$ cat config.mk
export PLATFORM = sky130hd
export DESIGN_NAME = erase_batch_timer
export DESIGN_NICKNAME = d
export VERILOG_FILES = /design/src/rtl/ebt_pkg.sv /design/src/rtl/ebt_win_timer.sv /design/src/rtl/ebt_sect_mask.sv /design/src/rtl/ebt_ctrl.sv /design/src/rtl/erase_batch_timer.sv
export SDC_FILE = /design/constraint.sdc
export NUM_CORES = 1
export LEC_CHECK = 0
export ABC_AREA = 1
export BUFFER_PORTS_ARGS = -buffer_cell sky130_fd_sc_hd__buf_2
export CORE_ASPECT_RATIO = 1.2
export CORE_UTILIZATION = 53
export CTS_CLUSTER_SIZE = 20
export DETAILED_ROUTE_END_ITERATION = 10
export GPL_TIMING_DRIVEN = 0
export HOLD_SLACK_MARGIN = 0.1
export PLACE_DENSITY_LB_ADDON = 0.05
export SYNTH_ARGS = -nofsm -noshare
export SYNTH_HDL_FRONTEND = slang
export SYNTH_HIERARCHICAL = 1
export SYNTH_SLANG_ARGS = --single-unit
$ cat constraint.sdc
create_clock -name clk -period 0.9 [get_ports clk]
set_input_delay 0.18 -clock clk [delete_from_list [all_inputs] [get_ports clk]]
set_output_delay 0.18 -clock clk [all_outputs]
set_load 0.05 [all_outputs]
$ cat src/rtl/ebt_pkg.sv
`timescale 1ns/1ps
package ebt_pkg;
  typedef enum logic [1:0] {
    CMD_OTHER   = 2'd0,
    CMD_SECTOR  = 2'd1,
    CMD_CHIP    = 2'd2,
    CMD_SUSPEND = 2'd3
  } ebt_cmd_e;

  typedef enum logic [1:0] {
    ST_IDLE   = 2'd0,
    ST_WINDOW = 2'd1,
    ST_ERASE  = 2'd2
  } ebt_state_e;
endpackage

$ cat src/rtl/ebt_win_timer.sv
`timescale 1ns/1ps
module ebt_win_timer #(
  parameter int WIN_CYCLES = 6250
) (
  input  logic clk,
  input  logic rst_n,
  input  logic restart,
  input  logic run,
  output logic expired
);
  localparam int CNT_W = (WIN_CYCLES > 2) ? $clog2(WIN_CYCLES) : 1;
  localparam logic [CNT_W-1:0] LAST = CNT_W'(WIN_CYCLES - 1);

  logic [CNT_W-1:0] count_q, count_d;
  logic             count_en;

  // Count enable and next value
  always_comb begin
    count_en = restart | run;
    count_d  = count_q;
    if (restart)
      count_d = '0;
    else if (run && count_q != LAST)
      count_d = count_q + 1'b1;
  end

  always_ff @(posedge clk or negedge rst_n) begin
    if (!rst_n)
      count_q <= '0;
    else if (count_en)
      count_q <= count_d;
  end

  assign expired = run && (count_q == LAST) && !restart;

  AST_CNT_RANGE: assert property (@(posedge clk) disable iff (!rst_n)
    count_q <= LAST);
  AST_RESTART_ZERO: assert property (@(posedge clk) disable iff (!rst_n)
    restart |=> (count_q == '0));
endmodule

$ cat src/rtl/ebt_sect_mask.sv
`timescale 1ns/1ps
module ebt_sect_mask #(
  parameter int NUM_SECT = 6,
  localparam int SECT_W = (NUM_SECT > 1) ? $clog2(NUM_SECT) : 1
) (
  input  logic                clk,
  input  logic                rst_n,
  input  logic                set_en,
  input  logic [SECT_W-1:0]   set_idx,
  input  logic                set_all,
  input  logic                clr,
  output logic [NUM_SECT-1:0] mask
);
  logic [NUM_SECT-1:0] mask_q, mask_d;
  logic                mask_en;

  assign mask_en = set_en | set_all | clr;

  for (genvar i = 0; i < NUM_SECT; i++) begin : g_bit
    always_comb begin
      if (clr)
        mask_d[i] = 1'b0;
      else if (set_all)
        mask_d[i] = 1'b1;
      else if (set_en && set_idx == SECT_W'(i))
        mask_d[i] = 1'b1;
      else
        mask_d[i] = mask_q[i];
    end
  end

  always_ff @(posedge clk or negedge rst_n) begin
    if (!rst_n)
      mask_q <= '0;
    else if (mask_en)
      mask_q <= mask_d;
  end

  assign mask = mask_q;

  AST_MASK_ADD_ONE: assert property (@(posedge clk) disable iff (!rst_n)
    (set_en && !set_all && !clr) |=>
      ($countones(mask_q) <= $countones($past(mask_q)) + 1) &&
      (($past(mask_q) & ~mask_q) == '0));
endmodule

$ cat src/rtl/ebt_ctrl.sv
`timescale 1ns/1ps
module ebt_ctrl
  import ebt_pkg::*;
#(
  parameter int NUM_SECT = 6,
  localparam int SECT_W = (NUM_SECT > 1) ? $clog2(NUM_SECT) : 1
) (
  input  logic              clk,
  input  logic              rst_n,
  input  logic              cmd_valid,
  input  logic [1:0]        cmd_kind,
  input  logic [SECT_W-1:0] cmd_sector,
  input  logic              erase_done,
  input  logic              expired,
  output logic              restart,
  output logic              run,
  output logic              set_en,
  output logic              set_all,
  output logic              clr,
  output logic              busy,
  output logic              start_pulse,
  output logic              accept_pulse
);
  ebt_state_e state_q, state_d;
  logic       start_q, start_d;
  logic       acc_q, acc_d;
  logic       is_sect, is_chip, is_susp;

  assign is_sect = cmd_valid && (ebt_cmd_e'(cmd_kind) == CMD_SECTOR) &&
                   ({1'b0, cmd_sector} < (SECT_W+1)'(NUM_SECT));
  assign is_chip = cmd_valid && (ebt_cmd_e'(cmd_kind) == CMD_CHIP);
  assign is_susp = cmd_valid && (ebt_cmd_e'(cmd_kind) == CMD_SUSPEND);

  // Next-state process
  always_comb begin
    state_d = state_q;
    restart = 1'b0;
    set_en  = 1'b0;
    set_all = 1'b0;
    clr     = 1'b0;
    start_d = 1'b0;
    acc_d   = 1'b0;
    unique case (state_q)
      ST_IDLE: begin
        if (is_sect) begin
          state_d = ST_WINDOW;
          restart = 1'b1;
          set_en  = 1'b1;
          acc_d   = 1'b1;
        end else if (is_chip) begin
          state_d = ST_ERASE;
          set_all = 1'b1;
          start_d = 1'b1;
          acc_d   = 1'b1;
        end
      end
      ST_WINDOW: begin
        if (is_sect) begin
          restart = 1'b1;
          set_en  = 1'b1;
          acc_d   = 1'b1;
        end else if (expired) begin
          state_d = ST_ERASE;
          start_d = 1'b1;
        end
      end
      ST_ERASE: begin
        if (erase_done) begin
          state_d = ST_IDLE;
          clr     = 1'b1;
        end else if (is_susp) begin
          acc_d = 1'b1;
        end
      end
      default: state_d = ST_IDLE;
    endcase
  end

  // Register process
  always_ff @(posedge clk or negedge rst_n) begin
    if (!rst_n) begin
      state_q <= ST_IDLE;
      start_q <= 1'b0;
      acc_q   <= 1'b0;
    end else begin
      state_q <= state_d;
      start_q <= start_d;
      acc_q   <= acc_d;
    end
  end

  assign run          = (state_q == ST_WINDOW);
  assign busy         = (state_q == ST_ERASE);
  assign start_pulse  = start_q;
  assign accept_pulse = acc_q;

  AST_START_BUSY: assert property (@(posedge clk) disable iff (!rst_n)
    start_q |-> (state_q == ST_ERASE));
  AST_START_SINGLE: assert property (@(posedge clk) disable iff (!rst_n)
    start_q |=> !start_q);
  AST_ERASE_ENTRY: assert property (@(posedge clk) disable iff (!rst_n)
    (state_q == ST_ERASE && $past(state_q) != ST_ERASE) |-> start_q);
endmodule

$ cat src/rtl/erase_batch_timer.sv
`timescale 1ns/1ps
module erase_batch_timer #(
  parameter int NUM_SECT   = 6,
  parameter int WIN_CYCLES = 6250,
  localparam int SECT_W = (NUM_SECT > 1) ? $clog2(NUM_SECT) : 1
) (
  input  logic                clk,
  input  logic                rst_n,
  input  logic                cmd_valid,
  input  logic [1:0]          cmd_kind,
  input  logic [SECT_W-1:0]   cmd_sector,
  input  logic                erase_done,
  output logic                dq3_status,
  output logic [NUM_SECT-1:0] sector_mask,
  output logic                erase_start,
  output logic                cmd_accept
);
  // Reset: asserted asynchronously, released on the clock
  logic [1:0] rst_sync_q;
  logic       rst_sync_n;

  always_ff @(posedge clk or negedge rst_n) begin
    if (!rst_n)
      rst_sync_q <= 2'b00;
    else
      rst_sync_q <= {rst_sync_q[0], 1'b1};
  end
  assign rst_sync_n = rst_sync_q[1];

  logic restart, run, expired;
  logic set_en, set_all, clr;

  ebt_ctrl #(.NUM_SECT(NUM_SECT)) u_ctrl (
    .clk          (clk),
    .rst_n        (rst_sync_n),
    .cmd_valid    (cmd_valid),
    .cmd_kind     (cmd_kind),
    .cmd_sector   (cmd_sector),
    .erase_done   (erase_done),
    .expired      (expired),
    .restart      (restart),
    .run          (run),
    .set_en       (set_en),
    .set_all      (set_all),
    .clr          (clr),
    .busy         (dq3_status),
    .start_pulse  (erase_start),
    .accept_pulse (cmd_accept)
  );

  ebt_win_timer #(.WIN_CYCLES(WIN_CYCLES)) u_timer (
    .clk     (clk),
    .rst_n   (rst_sync_n),
    .restart (restart),
    .run     (run),
    .expired (expired)
  );

  ebt_sect_mask #(.NUM_SECT(NUM_SECT)) u_mask (
    .clk     (clk),
    .rst_n   (rst_sync_n),
    .set_en  (set_en),
    .set_idx (cmd_sector),
    .set_all (set_all),
    .clr     (clr),
    .mask    (sector_mask)
  );

  AST_BUSY_MASK_STABLE: assert property (@(posedge clk) disable iff (!rst_sync_n)
    (dq3_status && !erase_start) |-> $stable(sector_mask));
  AST_DONE_CLEARS: assert property (@(posedge clk) disable iff (!rst_sync_n)
    $fell(dq3_status) |-> (sector_mask == '0));
  AST_ACCEPT_MASK: assert property (@(posedge clk) disable iff (!rst_sync_n)
    cmd_accept |-> (sector_mask != '0));
  AST_DQ3_AT_START: assert property (@(posedge clk) disable iff (!rst_sync_n)
    $rose(dq3_status) |-> erase_start);
endmodule

Word-level counts from Yosys, hierarchy flattened
Cells that the tools add are included.
{"block": "classes", "mux": 40, "addsub": 1, "n_mul": 0, "n_bitwise": 3, "eq_ne": 16, "div_mod_pow": 0, "shift": 0, "order_cmp": 1, "reduce_logical": 32}
{"operator": "$mux 1", "count": 30}
{"operator": "$mux 13", "count": 2}
{"operator": "$reduce_bool 3->1", "count": 6}
{"operator": "$reduce_and 2->1", "count": 7}
{"operator": "$add 13x1->13 const B", "count": 1}
{"operator": "$eq 13x13->1 const B", "count": 1}
{"operator": "$logic_and 1x1->1", "count": 13}
{"operator": "$ne 13x13->1 const B", "count": 1}
{"operator": "$mux 2", "count": 5}
{"operator": "$eq 2x2->1 const B", "count": 3}
{"operator": "$eq 3x2->1 const B", "count": 2}
{"operator": "$eq 3x3->1 const B", "count": 2}
{"operator": "$ne 2x2->1 const B", "count": 3}
{"operator": "$pmux 2 s3", "count": 1}
{"operator": "$eq 2x1->1 const B", "count": 2}
{"operator": "$reduce_and 4->1", "count": 1}
{"operator": "$eq 3x1->1 const B", "count": 1}
{"operator": "$logic_not 3->1", "count": 1}
{"operator": "$lt 3x3->1 const B", "count": 1}
{"operator": "$ne 3x1->1 const B", "count": 1}
{"operator": "$or 1x1->1", "count": 3}
{"operator": "$pmux 1 s3", "count": 1}
{"operator": "$logic_not 2->1", "count": 1}
{"operator": "$pmux 1 s2", "count": 1}
{"operator": "3 further kinds", "count": 3}
{"block": "word_totals", "ff_bits": 25, "output_inout_bits": 9, "latchBits": 0, "n_memories": 0, "elab_cells": 104, "romBits": 0, "ramBits": 0}

Depth between registers and ports, before layout
{"block": "logic_depth", "depth_word": 10, "ltp_mapped": 10, "ltp_nobuf": 9}

Hierarchy
Netlist, hierarchy kept.
{"mod": "ebt_win_timer", "n_inst": 1, "area_per_inst_um2": 939.7, "cells_per_inst": 141, "seq_area_each_um2": 325.3}
{"mod": "ebt_sect_mask", "n_inst": 1, "area_per_inst_um2": 276.5, "cells_per_inst": 35, "seq_area_each_um2": 150.1}
{"mod": "ebt_ctrl", "n_inst": 1, "area_per_inst_um2": 254.0, "cells_per_inst": 36, "seq_area_each_um2": 100.1}
{"mod": "erase_batch_timer", "n_inst": 1, "area_per_inst_um2": 53.8, "cells_per_inst": 3, "seq_area_each_um2": 50.0}

Least setup slack after synthesis
Ideal clock, no wire load.
{"block": "synth_path", "path_type": "input to register", "startpoint": "input port cmd_kind[0]", "endpoint": "register u_ctrl.state_q[1]", "path_buffers": 1, "cell_stages": 10, "setup_slack_ns": -0.503, "t_required_ns": 0.773, "t_arrival_ns": 1.276, "cell_sequence": "nand2_1 > inv_1 > nand3_1 > nor2_1 > clkinv_1 > buf_2 > nand2_1 > nor2_1 > nand3_1 > nand3_1"}
{"block": "synth_between", "elab_chain_len": 9, "elab_cells_between_ends": 15, "classes_between": "eq/ne (5); mux (4); reduce/logical (6)"}
{"element": "from (decl)", "line_no": "erase_batch_timer.sv:10", "source": "input logic [1:0] cmd_kind,"}
{"element": "$eq 2x1->1", "line_no": "ebt_ctrl.sv:29", "source": "assign is_sect = cmd_valid && (ebt_cmd_e'(cmd_kind) == CMD_SECTOR) &&"}
{"element": "$logic_and 1x1->1 (2 in a row)", "line_no": "ebt_ctrl.sv:29"}
{"element": "$mux 1", "line_no": "ebt_ctrl.sv:45, ebt_ctrl.sv:58"}
{"element": "$mux 1"}
{"element": "via restart", "line_no": "erase_batch_timer.sv:30", "source": "logic restart, run, expired;"}
{"element": "$logic_not 1->1", "line_no": "ebt_win_timer.sv:34", "source": "assign expired = run && (count_q == LAST) && !restart;"}
{"element": "$logic_and 1x1->1", "line_no": "ebt_win_timer.sv:34"}
{"element": "via expired", "line_no": "erase_batch_timer.sv:30"}
{"element": "$ne 2x2->1 (no source line)"}
{"element": "$reduce_and 4->1 (no source line)"}
{"element": "to (signal assigned)", "line_no": "ebt_ctrl.sv:86", "source": "state_q <= state_d;"}
{"element": "to (decl)", "line_no": "ebt_ctrl.sv:24", "source": "ebt_state_e state_q, state_d;"}
The timed path passes the listed nets, and every way through them passes these cells.
A chain may end at the register's enable or synchronous reset.

Worst setup path after layout
{"block": "layout_path", "startpoint": "register u_timer.count_q[1]", "endpoint": "register u_timer.count_q[6]"}
{"block": "layout_between", "elab_chain_len": 4, "elab_cells_between_ends": 7, "classes_between": "add/sub (1); eq/ne (1); mux (2); reduce/logical (3)"}
{"element": "from (decl)", "line_no": "ebt_win_timer.sv:14", "source": "logic [CNT_W-1:0] count_q, count_d;"}
{"element": "from (signal assigned)", "line_no": "ebt_win_timer.sv:31", "source": "count_q <= count_d;"}
{"element": "branches (longest 4 deep; another with $add 13x1->13)"}
Parallel ways; which one is timed is not known. The select of a mux whose other input is x is not followed.

==> flow_summary.ini <==
[timing]
fin_ws_ps = -594
relSlewSlack = 0.657
worst_slew_pin_slew_ps = 514
finalCriticalPeriod_ps = 1490
hold_viol_final = 0
fin_skew_ps = 11.5
max_freq_ghz = 0.670
setup-violations-final = 32
drv_slew = 0
period_share = 1.66
rsz0062_at_grt = yes

[synth]
synth_area_per_cell_um2 = 7.09
synth_top_flop_cell = dfrtp_1
syn_nets = 226
yosysMostFrequentCell = nand2_1
syn-instance-count = 215
synth-edff-count = 0
ys_types = 25
async_flop_share = 1.00
synth.largest_area_cell = dfrtp_1
syn-cell-area_mm2 = 0.00152
ys_seq_elements = 25
ys_seq_area_frac = 0.411
netlist.area_leader.share = 0.411
yosys_warnings = 6
synth.area.top_cells = dfrtp_1, nand2_1, nor2_1, nand3_1, inv_1
synthTopCellsByCount = nand2_1, nor2_1, dfrtp_1

[cts]
cts_buffers = 3
clk_latency_ps = 330
htreeDepth = 1
clk_pin_slew_ps = 130
clk_path_buf_depth = 2
cts_tree = built
cts_root_buf = clkbuf_4
cts_sinks = 25

[outcome]
violations = setup timing
status = finished, violations left

[final_layout]
finish.utilization = 0.784
diodes = 0
regArea_um2 = 629
multi_input_area_um2 = 896
area_growth_pct = 35.2
final_area_mm2 = 0.00206
drive_above_1_share = 0.319
fill_cells = 179
nNetsFinal = 266

[detailed_routing]
dr_wl_met2_um = 2110
drt-vias-per-instance = 5.26
drc = 0
vias = 1511
wl_per_cell_um = 13.4
dr.pass1.iters = 4
maxUsedRoutingLayer = met4
dr_wl_met3_um = 90
dr.first_iter.drc_count = 37
postRouteAntennaNets = 0
wl_um = 3840
met1_length_um = 1530

[placed_design]
gp_congestion = 0.879
dp_slack_ps = -625
postPlaceCellArea_mm2 = 0.00169
dpl.hpwl_um = 2310
portBuffers = 17

[critical_path]
cp_slowest_cell = dfrtp_1
crit_arrival_ps = 1770
path_max_fanout = 5
critPathMostFrequentCell = nand2_1
cp-end-kind = register
cp_data_required_time_ps = 1170
setup.worst_path.class = register to register
start_kind = register
path_cells = inv_1 > ha_1 > nand2_1 > nor3_2 > nand3_2 > nand2_4 > buf_4 > buf_8 > nand3_1 > nand2_1
crit_path_max_incr_delay_ps = 420

[floorplanning]
pin_count = 18
die_w_um = 51.0
dieArea_mm2 = 0.00309
die_y_um = 60.7
core-area_mm2 = 0.00263
start_util = 0.580
rows = 20

[global_route]
first_global_vias = 1467
grt_max_degree = 24
grt.total_usage = 0.278
grt_pass1_wl_um = 6380
antenna_found_initial = 0
overflow = 0

[power_and_ir_drop]
powerDensity_mw_per_mm2 = 1600
ir_worst_vdd_v = 0.00170
leakage_nw = 1.01
total_power_mw = 3.30

[flow_run]
cap_violations = 0

[min_path]
hp-class = input port to async pin
[kinds of logic (layout without fill, tap and decap cells)]
group	Yosys count	in the layout	synth area share
xor gates and xnor gates	5	5	0.0287
adders and majority gates	2	2	0.0164
other	1	1	0.00246
DFF	25	25	0.411
and+or+nand+nor	147	148	0.440
AOI/OAI and AO/OA	7	7	0.0238
buffers and inverters	28	66	0.0780
[area by class of cell]
| class | instances | area share |
|---|---|---|
| inverters | 23 | 0.0455 |
| repair buffers | 34 | 0.159 |
| clock buffers | 4 | 0.0128 |
| well taps | 33 | 0.0200 |
| multi-input cells | 163 | 0.435 |
| flip-flops and latches | 25 | 0.305 |
| plain buffers | 5 | 0.0225 |
[metal layers]
layer  global-route usage  vias to the layer above
li1                     -                      752
met1                0.309                      717
met2                0.523                       33
met3               0.0351                        9
met4                0.135                        0
met5                    0                        -
[report_power, final]
group,switching (mW),internal (mW),leakage [nW]
sequential,0.206,1.31,0.315
clock,0.351,0.174,0.0150
combinational,0.732,0.529,0.677
[timing repair]
| action | CTS | global route |
|---|---|---|
| hold buffers | 1 | 0 |
| setup endpoints to repair | 55 | 32 |
| buffers inserted | 12 | 3 |
| gates cloned | 2 | 0 |
| hold endpoints to repair | 2 | 0 |
| pin swaps | 1 | 2 |
| resized for setup | 32 | 14 |
[stage by stage]
step	hold WS (ps)	TNS (ps)	instances
2_1_floorplan	-116	-7280	215
3_3_place_gp	-36.0	-13860	265
3_5_place_dp	-32.5	-14640	265
4_1_cts	146	-12920	284
5_1_grt	161	-15200	287
6_report	145	-13160	287
[critical path, delay by kind of cell (launching register included)]
family                   cells  cell delay, ps
AND/OR/NAND/NOR              6             570
adder cells (fa/ha/maj)      1             140
buffers and inverters        3             300
flip-flops                   1             420
[registers in the layout, indices dropped and copies added, names as in the netlist]
| signal | cells |
|---|---|
| u_timer/count_q | 13 |
| u_ctrl/state_q | 2 |
| u_ctrl/accept_pulse | 1 |
| u_mask/mask | 6 |
| u_ctrl/start_pulse | 1 |
| rst_sync_q | 2 |
[worst paths after layout]
| path | startpoint | endpoint | slack [ps] | cells past startpoint |
|---|---|---|---|---|
| hold reg to reg | rst_sync_q[1]$_DFF_PN0_ | u_mask/mask[0]$_DFFE_PN0P_ | 240 | 0 |
| max in group asynchronous | rst_sync_q[1]$_DFF_PN0_ | u_ctrl/state_q[1]$_DFFE_PN0P_ | 300 | 0 |
| min in group clk | cmd_sector[0] | u_mask/mask[4]$_DFFE_PN0P_ | 150 | 4 |
| hold / removal | rst_n | rst_sync_q[1]$_DFF_PN0_ | 140 | 2 |
| setup reg to reg | u_timer/count_q[1]$_DFFE_PN0P_ | u_timer/count_q[6]$_DFFE_PN0P_ | -590 | 10 |
| setup / recovery | u_timer/count_q[1]$_DFFE_PN0P_ | u_timer/count_q[6]$_DFFE_PN0P_ | -590 | 10 |
[placed cells by master, fill, tap and decap left out]
cell type,Yosys,routed
nand2_1,68,62
nor2_1,34,29
dfrtp_1,25,22
nand3_1,23,20
inv_1,20,17
buf_6,1,12
buf_4,1,11
buf_2,2,9
nand2_2,3,8
nor2_4,2,6
a21oi_1,6,6
nand4_1,6,6
nand3_2,3,5
nor3_2,3,5
inv_2,2,4
xor2_1,4,4
clkbuf_4,0,3
dfrtp_2,0,3
nor2_2,2,3
clkbuf_1,1,2
nand2_8,0,2
buf_8,0,2
buf_12,0,2
buf_16,0,1
dlygate4sd3_1,0,1
conb_1,1,1
nand3_4,0,1
inv_4,0,1
o22ai_1,1,1
clkinv_4,0,1
nand2_4,1,1
xnor2_1,1,1
ha_1,2,1
ha_2,0,1
Note: power is estimated with default switching activity, not from simulation.
